### src/rtl/tw_pkg.sv
package tw_pkg;
    localparam int BYTE_W = 8;

    typedef enum logic [2:0] {
        ST_IDLE,
        ST_OPEN,
        ST_SETUP,
        ST_BLO,
        ST_BHI,
        ST_HOLD,
        ST_HALT
    } tw_state_e;
endpackage

### src/rtl/tw_phase_timer.sv
module tw_phase_timer #(
    parameter int CNT_W = 8
) (
    input  logic             clk,
    input  logic             rst_n,
    input  logic             restart_i,
    input  logic [CNT_W-1:0] limit_i,
    output logic             expire_o
);
    localparam logic [CNT_W-1:0] INC   = 1;
    localparam logic [CNT_W:0]   INC_W = 1;

    logic [CNT_W-1:0] cnt_d, cnt_q;

    always_comb begin
        cnt_d    = restart_i ? '0 : cnt_q + INC;
        expire_o = (({1'b0, cnt_q} + INC_W) >= {1'b0, limit_i});
    end

    always_ff @(posedge clk or negedge rst_n) begin
        if (!rst_n) cnt_q <= '0;
        else        cnt_q <= cnt_d;
    end
endmodule

### src/rtl/tw_byte_sel.sv
module tw_byte_sel #(
    parameter int MAX_DATA = 2,
    parameter int GRP_W    = 2,
    parameter int IDX_W    = 2
) (
    input  logic [8-GRP_W-1:0]    dev_i,
    input  logic [GRP_W-1:0]      grp_i,
    input  logic [MAX_DATA*8-1:0] data_i,
    input  logic [IDX_W-1:0]      sel_i,
    output logic [7:0]            byte_o
);
    always_comb begin
        byte_o = {dev_i, grp_i};
        for (int k = 0; k < MAX_DATA; k++) begin
            if (sel_i == IDX_W'(k + 1)) byte_o = data_i[k*8 +: 8];
        end
    end
endmodule

### src/rtl/tri_wire_ctl_master.sv
module tri_wire_ctl_master
    import tw_pkg::*;
#(
    parameter int MAX_DATA = 2,
    parameter int CNT_W    = 8,
    parameter int GRP_W    = 2,
    localparam int IDX_W   = $clog2(MAX_DATA + 1),
    localparam int DEV_W   = BYTE_W - GRP_W
) (
    input  logic                   clk,
    input  logic                   rst_n,
    input  logic                   start_i,
    input  logic [IDX_W-1:0]       ndata_i,
    input  logic [DEV_W-1:0]       dev_i,
    input  logic [GRP_W-1:0]       grp_i,
    input  logic [MAX_DATA*8-1:0]  data_i,
    input  logic [CNT_W-1:0]       t_low_i,
    input  logic [CNT_W-1:0]       t_high_i,
    input  logic [CNT_W-1:0]       t_setup_i,
    input  logic [CNT_W-1:0]       t_hold_i,
    input  logic [CNT_W-1:0]       t_halt_i,
    output logic                   busy_o,
    output logic                   done_o,
    output logic                   bus_clk_o,
    output logic                   bus_dat_o,
    output logic                   bus_mode_o,
    output logic                   bus_oe_o
);
    localparam logic [IDX_W-1:0] MAXD     = IDX_W'(MAX_DATA);
    localparam logic [IDX_W-1:0] IDX_ONE  = 1;
    localparam logic [CNT_W-1:0] ONE_CYC  = 1;

    typedef struct packed {
        tw_state_e             st;
        logic [2:0]            bitc;
        logic [IDX_W-1:0]      idx;
        logic [IDX_W-1:0]      nd;
        logic [BYTE_W-1:0]     sh;
        logic [DEV_W-1:0]      dev;
        logic [GRP_W-1:0]      grp;
        logic [MAX_DATA*8-1:0] dbuf;
        logic                  bclk;
        logic                  bdat;
        logic                  bmode;
        logic                  boe;
        logic                  busy;
        logic                  done;
    } ctl_t;

    ctl_t             r_d, r_q;
    logic             restart;
    logic             expire;
    logic [CNT_W-1:0] limit;
    logic [7:0]       cur_byte;

    tw_phase_timer #(.CNT_W(CNT_W)) u_timer (
        .clk       (clk),
        .rst_n     (rst_n),
        .restart_i (restart),
        .limit_i   (limit),
        .expire_o  (expire)
    );

    tw_byte_sel #(.MAX_DATA(MAX_DATA), .GRP_W(GRP_W), .IDX_W(IDX_W)) u_sel (
        .dev_i  (r_q.dev),
        .grp_i  (r_q.grp),
        .data_i (r_q.dbuf),
        .sel_i  (r_q.idx),
        .byte_o (cur_byte)
    );

    always_comb begin
        unique case (r_q.st)
            ST_SETUP: limit = t_setup_i;
            ST_BLO:   limit = t_low_i;
            ST_BHI:   limit = t_high_i;
            ST_HOLD:  limit = t_hold_i;
            ST_HALT:  limit = t_halt_i;
            default:  limit = ONE_CYC;
        endcase
    end

    always_comb begin
        r_d     = r_q;
        r_d.done = 1'b0;
        restart = 1'b0;
        if (r_q.st == ST_IDLE) begin
            if (start_i && ndata_i != '0 && ndata_i <= MAXD) begin
                r_d.st    = ST_OPEN;
                r_d.nd    = ndata_i;
                r_d.dev   = dev_i;
                r_d.grp   = grp_i;
                r_d.dbuf  = data_i;
                r_d.idx   = '0;
                r_d.bclk  = 1'b1;
                r_d.bdat  = 1'b1;
                r_d.bmode = 1'b1;
                r_d.boe   = 1'b1;
                r_d.busy  = 1'b1;
                restart   = 1'b1;
            end
        end else if (expire) begin
            restart = 1'b1;
            unique case (r_q.st)
                ST_OPEN: begin
                    r_d.st    = ST_SETUP;
                    r_d.bmode = 1'b0;
                end
                ST_SETUP: begin
                    r_d.st   = ST_BLO;
                    r_d.bclk = 1'b0;
                    r_d.bdat = cur_byte[0];
                    r_d.sh   = cur_byte >> 1;
                    r_d.bitc = 3'd0;
                end
                ST_BLO: begin
                    r_d.st   = ST_BHI;
                    r_d.bclk = 1'b1;
                end
                ST_BHI: begin
                    if (r_q.bitc == 3'd7) begin
                        r_d.st = ST_HOLD;
                    end else begin
                        r_d.st   = ST_BLO;
                        r_d.bclk = 1'b0;
                        r_d.bdat = r_q.sh[0];
                        r_d.sh   = r_q.sh >> 1;
                        r_d.bitc = r_q.bitc + 3'd1;
                    end
                end
                ST_HOLD: begin
                    if (r_q.idx == r_q.nd) begin
                        r_d.st    = ST_IDLE;
                        r_d.bclk  = 1'b0;
                        r_d.bdat  = 1'b0;
                        r_d.bmode = 1'b0;
                        r_d.boe   = 1'b0;
                        r_d.busy  = 1'b0;
                        r_d.done  = 1'b1;
                    end else begin
                        r_d.idx = r_q.idx + IDX_ONE;
                        if (r_q.idx == '0) begin
                            r_d.st    = ST_SETUP;
                            r_d.bmode = 1'b1;
                        end else begin
                            r_d.st   = ST_HALT;
                            r_d.bclk = 1'b0;
                        end
                    end
                end
                ST_HALT: begin
                    r_d.st   = ST_SETUP;
                    r_d.bclk = 1'b1;
                end
                default: r_d.st = ST_IDLE;
            endcase
        end
    end

    always_ff @(posedge clk or negedge rst_n) begin
        if (!rst_n) begin
            r_q      <= '0;
            r_q.st   <= ST_IDLE;
        end else begin
            r_q <= r_d;
        end
    end

    assign busy_o     = r_q.busy;
    assign done_o     = r_q.done;
    assign bus_clk_o  = r_q.bclk;
    assign bus_dat_o  = r_q.bdat;
    assign bus_mode_o = r_q.bmode;
    assign bus_oe_o   = r_q.boe;

    // idle means quiet lines
    a_r1_idle_quiet: assert property (@(posedge clk) disable iff (!rst_n)
        !busy_o |-> (!bus_clk_o && !bus_dat_o && !bus_mode_o && !bus_oe_o));

    // opening cycle drives all lines high
    a_r2_open_high: assert property (@(posedge clk) disable iff (!rst_n)
        $rose(busy_o) |-> (bus_oe_o && bus_clk_o && bus_dat_o && bus_mode_o));

    // data moves only while the bus clock is low
    a_r3_data_on_low: assert property (@(posedge clk) disable iff (!rst_n)
        (busy_o && $past(busy_o) && bus_dat_o != $past(bus_dat_o)) |-> !bus_clk_o);

    // mode moves only while the bus clock stays high
    a_r7_mode_on_high: assert property (@(posedge clk) disable iff (!rst_n)
        (busy_o && $past(busy_o) && bus_mode_o != $past(bus_mode_o))
            |-> (bus_clk_o && $past(bus_clk_o)));

    // done is a single-cycle pulse that comes with the fall of busy
    a_r9_done_pulse: assert property (@(posedge clk) disable iff (!rst_n)
        done_o |=> !done_o);
    a_r9_busy_fall_done: assert property (@(posedge clk) disable iff (!rst_n)
        $fell(busy_o) |-> done_o);

    // a transfer only begins from a start request
    a_r10_start_only: assert property (@(posedge clk) disable iff (!rst_n)
        $rose(busy_o) |-> $past(start_i));
endmodule

### config.mk
export PLATFORM = sky130hd
export DESIGN_NAME = tri_wire_ctl_master
export DESIGN_NICKNAME = d
export VERILOG_FILES = /design/src/rtl/tw_pkg.sv /design/src/rtl/tw_phase_timer.sv /design/src/rtl/tw_byte_sel.sv /design/src/rtl/tri_wire_ctl_master.sv
export SDC_FILE = /design/constraint.sdc
export NUM_CORES = 1
export LEC_CHECK = 0
export BUFFER_PORTS_ARGS = -buffer_cell sky130_fd_sc_hd__buf_2
export CORE_MARGIN = 2
export CORE_UTILIZATION = 49
export CTS_CLUSTER_DIAMETER = 200
export CTS_CLUSTER_SIZE = 12
export DETAILED_ROUTE_END_ITERATION = 10
export PLACE_DENSITY = 0.78
export REMOVE_ABC_BUFFERS = 1
export SLEW_MARGIN = 10
export SYNTH_ARGS = -nofsm -noshare
export SYNTH_HDL_FRONTEND = slang
export SYNTH_SLANG_ARGS = --single-unit
### constraint.sdc
create_clock -name clk -period 3.3 [get_ports clk]
set_input_delay 0.99 -clock clk [delete_from_list [all_inputs] [get_ports clk]]
set_output_delay 0.99 -clock clk [all_outputs]
set_load 0.05 [all_outputs]
After elaboration in Yosys (flattened, before gate mapping)
Cells that the tools add are included.
- bitwise operators: 1
- $add $sub $neg: 4
- mux-type cells: 37
- reduce and logical (&&, ||, !) cells: 22
- $lt $le $gt $ge: 2
- equal/unequal tests: 17
- operators by type and width (cell ; count):
    $mux W8 ; 5
    $pmux W8 S5 ; 1
    $mux W3 ; 8
    $pmux W8 S2 ; 1
    $reduce_and A4 Y1 ; 4
    $pmux W3 S5 ; 1
    $eq A3 B3 Y1 const B ; 4
    $mux W5 ; 2
    $reduce_and A5 Y1 ; 2
    $reduce_bool A2 Y1 ; 5
    $add A8 B1 Y9 const B ; 1
    $ge A9 B8 Y1 ; 1
    $mux W1 ; 9
    $add A8 B1 Y8 const B ; 1
    $mux W2 ; 4
    $ne A4 B4 Y1 const B ; 2
    $eq A3 B2 Y1 const B ; 2
    $mux W6 ; 1
    $ne A3 B3 Y1 const B ; 2
    $pmux W3 S2 ; 1
    $reduce_bool A5 Y1 ; 1
    $mux W4 ; 1
    $ne A2 B2 Y1 const B ; 2
    $pmux W1 S4 ; 1
    18 further kinds ; 21
- logic and storage cells: 98
- output and inout port bits: 6
- register bits after elaboration: 56
- bits of input ports: 69

Logic depth before layout (Yosys ltp)
- depth after elaboration: 6
- mapped depth: 13
- depth with buffers taken out: 11

Hierarchy
A second synthesis with hierarchy kept.
- cells, all modules: 302
- area total of the unflattened synthesis: 3425.8 um^2
- modules (own cells, without submodules) (module ; sequential area each (um^2) ; area each (um^2) ; cells an instance ; times used):
    tri_wire_ctl_master ; 1151.1 ; 2577.5 ; 218 ; 1
    tw_phase_timer ; 200.2 ; 571.8 ; 57 ; 1
    tw_byte_sel ; 0.0 ; 276.5 ; 27 ; 1

Worst setup path after synthesis
No wires, ideal clock.
- kind: in2reg
- start: input t_low_i[4]
- end: register r_q[30] (netlist name)
- cell stages on the path: 9
- path buffers: 0
- setup slack: 0.033 ns
- arrival time: 3.142 ns
- library setup time: 0.125 ns
- required time: 3.175 ns
- path through: mux2_2 -> a222oi_1 -> ha_1 -> a21o_1 -> a221oi_2 -> o21ai_2 -> a41oi_4 -> nor3_4 -> mux2_4
- cells in the longest elaborated chain, start to end: 3
- RTL lines (element ; RTL line ; text):
    start, declared ; tri_wire_ctl_master.sv:17 ; input logic [CNT_W-1:0] t_low_i,
    $pmux W8 S5 ; tri_wire_ctl_master.sv:73 ; unique case (r_q.st)
    $ge A9 B8 Y1 ; tw_phase_timer.sv:17 ; expire_o = (({1'b0, cnt_q} + INC_W) >= {1'b0, limit_i});
    $reduce_and A4 Y1 (no source line) ; - ;
    end signal, assigned ; tri_wire_ctl_master.sv:165 ; r_q <= r_d;
    end, declared ; tri_wire_ctl_master.sv:50 ; ctl_t r_d, r_q;
Every way passes these cells.
A chain may end at the register's enable or synchronous reset.

Final worst setup path
- start: input t_low_i[4]
- end: register r_q, in the netlist bus_clk_o
- cells in the longest elaborated chain, start to end: 4
- RTL lines (element ; RTL line):
    $pmux W8 S5 ; tri_wire_ctl_master.sv:73
    $ge A9 B8 Y1 ; tw_phase_timer.sv:17
    $reduce_bool A2 Y1 (no source line) ; -
    $reduce_and A5 Y1 (no source line) ; -
Every way passes these cells.

==> reports/results.ini <==
[outcome]
status=finished clean

[sta]
setup_viol=0
timing.final.crit_share_pct=95.8
max_freq_ghz=0.316
clock_skew_ns=0.0117
tightest_slew_ns=0.544
rsz0062_at_grt=no
hold_viol=0
post-route-min-period_ns=3.16
maxSlewViolCount=0
fin_tns_setup_ns=0
maxSlewHeadroom_pct=63.6

[route]
ant_nets=0
drt_iter0_markers=133
drt_wl_total_mm=7.24
vias=2742
avgViaCountPerCell=5.42
route.detailed.drc=0
wl_per_cell_um=14.3
dr.pass1.iters=7

[floorplan]
die_h_um=84.4
io_pins=75
start_util_pct=50.1
die_w_um=84.4
core_area_um2=6310
rows=29
die-area_um2=7120

[final_layout]
final_cells=506
antenna_cells=0
fillers=566
drive_gt1_share_pct=29.4
syn_to_final_growth_pct=20.1
finalNetCount=511

[power_and_ir_drop]
max-vdd-ir-drop_uv=476
swShare_pct=42.0
p_int_mw=2.10
p_clk_share_pct=12.1
p_per_area_nw_per_um2=951
leakage_nw=1.89
p_sw_mw=1.52
power_frac_seq_pct=31.6
pwr-share-comb_pct=56.3

[clock_tree]
cts_made_buffers=5
clock-sinks=54
clk_latency_ns=0.31
cts_tree=built
cts.clk_slew.worst_paths_ns=0.09
hold_buffers=0
htreeDepth=2
cts_root_buf=clkbuf_8
clk_path_buf_depth=2
post_cts_buffers=0

[synth]
synthTopCellsByCount=nand2_1 (99), dfrtp_1 (54), nor2_1 (20), o21ai_0 (17)
yosys.area.top_type_share_pct=42.7
yosysMostFrequentCell=nand2_1
synth-seq-area-share_pct=42.7
synth_cell_type_count=46
synth-main-ff-cell=dfrtp_1
synth_area_leaders=dfrtp_1 (43%), nand2_1 (12%), ha_1 (5.5%)
synth_top_cell_by_area=dfrtp_1
synthArstFlopShare_pct=100
synth_edf_count=0
yosysWarnings=0
synthCells=347
avgSynthCellArea_um2=9.12
synth_seq_cells=54
syn_area_um2=3170

[critical_path]
worstSetupStartpointType=primary input
crit_fanout=9
end_kind=flip-flop
worstPathCellList=buf_2 > mux2_2 > a222oi_1 > ha_1 > a21o_1 > a221oi_2 > o21ai_2 > a41oi_4 > buf_4 > o21a_2 > o32a_1
critPathSlowestCell=a222oi_1
crit_type=primary input to flip-flop
slowest_delay_ns=0.32
crit_required_ns=3.55
critPathArrivalTime_ns=3.41

[global_routing]
use_met1_pct=28.1
grt_overflow=0
antenna_found_initial=0
grt_pass1_wl_mm=12.4
busiest_layer=met2
grtUsageMet2_pct=36.7
grt_max_degree=36
grt_pass1_vias=2741
gr-usage-met3_pct=3.64
grt_usage_pct=21.6

[placement]
dp_hpwl_mm=5.43
gp_congestion=0.843
place_inst=498
port_buffers=74

[worst_hold_path]
hold_class=flip-flop to flip-flop

[run]
drv_cap=0

timing repair:
item	in CTS	in global routing
endpoints found under the setup margin	0	14
resized for setup	0	2
endpoints found under the hold margin	0	0
critical path: cells and delay by family:
kind,cells,cell delay (ns)
AOI/OAI and AO/OA,7,1.56
buffers and inverters,2,0.29
adders and majority gates,1,0.31
muxes,1,0.25
cell usage in the layout, fill, tap and decap left out, types with 3 or more instances in the layout:
master / n
a222oi_1: 6
buf_4: 20
inv_1: 4
xor2_1: 5
nand2b_1: 3
or3_1: 3
xnor2_1: 4
o21ai_1: 3
nand2_1: 99
nor2b_1: 7
dfrtp_1: 52
ha_1: 14
clkbuf_8: 5
mux2_2: 7
buf_2: 74
a22o_1: 8
nor2_1: 20
nand3_1: 8
mux2i_1: 11
mux2_4: 7
o21ai_0: 17
and2_1: 7
a21oi_1: 14
power groups by stage:
stage,Combinational (mW),Clock (mW),Sequential [mW]
4_1_cts,2.05,0.450,1.14
3_3_place_gp,1.95,0,1.14
3_5_place_dp,2.04,0,1.15
6_report,2.04,0.438,1.14
5_1_grt,2.27,0.473,1.18
2_1_floorplan,1.28,0,1.25
path summary, 6_finish.rpt:
path,from,end,slack (ns),cells past startpoint
setup / recovery,t_low_i[4],bus_clk_o,0.14,11
hold / removal,r_q[6],r_q[6],0.48,2
setup reg to reg,r_q[46],bus_clk_o,0.21,12
hold reg to reg,r_q[6],r_q[6],0.48,2
max in group asynchronous,rst_n,r_q[45],1.88,2
min in group asynchronous,rst_n,r_q[15],0.60,1
cell families after synthesis:
group	after synthesis	share of synthesized area [%]
and+or+nand+nor	155	21.3
xor gates and xnor gates	9	2.49
muxes	25	9.29
adders and majority gates	14	5.53
buffers and inverters	25	3.52
AOI/OAI and AO/OA	65	15.1
DFF	54	42.7
registers in the layout, indices dropped and copies added, names as in the netlist:
signal / cells
r_q: 41
bus_dat_o: 1
bus_oe_o: 1
bus_mode_o: 1
bus_clk_o: 1
done_o: 1
u_timer.cnt_q: 8
routing by layer:
layer	vias to the layer above	wire length (um)
li1	1355	-
met1	1280	3250
met2	94	3440
met3	13	411
met4	0	140
met5	-	0
through the flow:
stage	total power [mW]	hold slack [ns]	worst slack (ns)	cell area, um2	util [%]
floorplan	2.53	0.445	-0.260	3070	-
global placement	3.09	0.458	-0.0703	3690	58.4
detailed placement	3.19	0.464	-0.202	3690	58.4
CTS	3.64	0.487	0.125	3800	60.2
global route	3.92	0.509	0.00510	3800	60.2
finish	3.62	0.480	0.139	3800	60.2
area by class of cell:
| type | instances | area, um2 | area share (%) |
|---|---|---|---|
| well taps | 77 | 96.3 | 2.53 |
| flip-flops and latches | 54 | 1350 | 35.6 |
| multi-input cells | 268 | 1700 | 44.8 |
| clock buffers | 6 | 72.6 | 1.91 |
| clock inverters | 2 | 37.5 | 0.987 |
| inverters | 5 | 18.8 | 0.494 |
| repair buffers | 94 | 520 | 13.7 |
(Power assumes the default switching activity.)
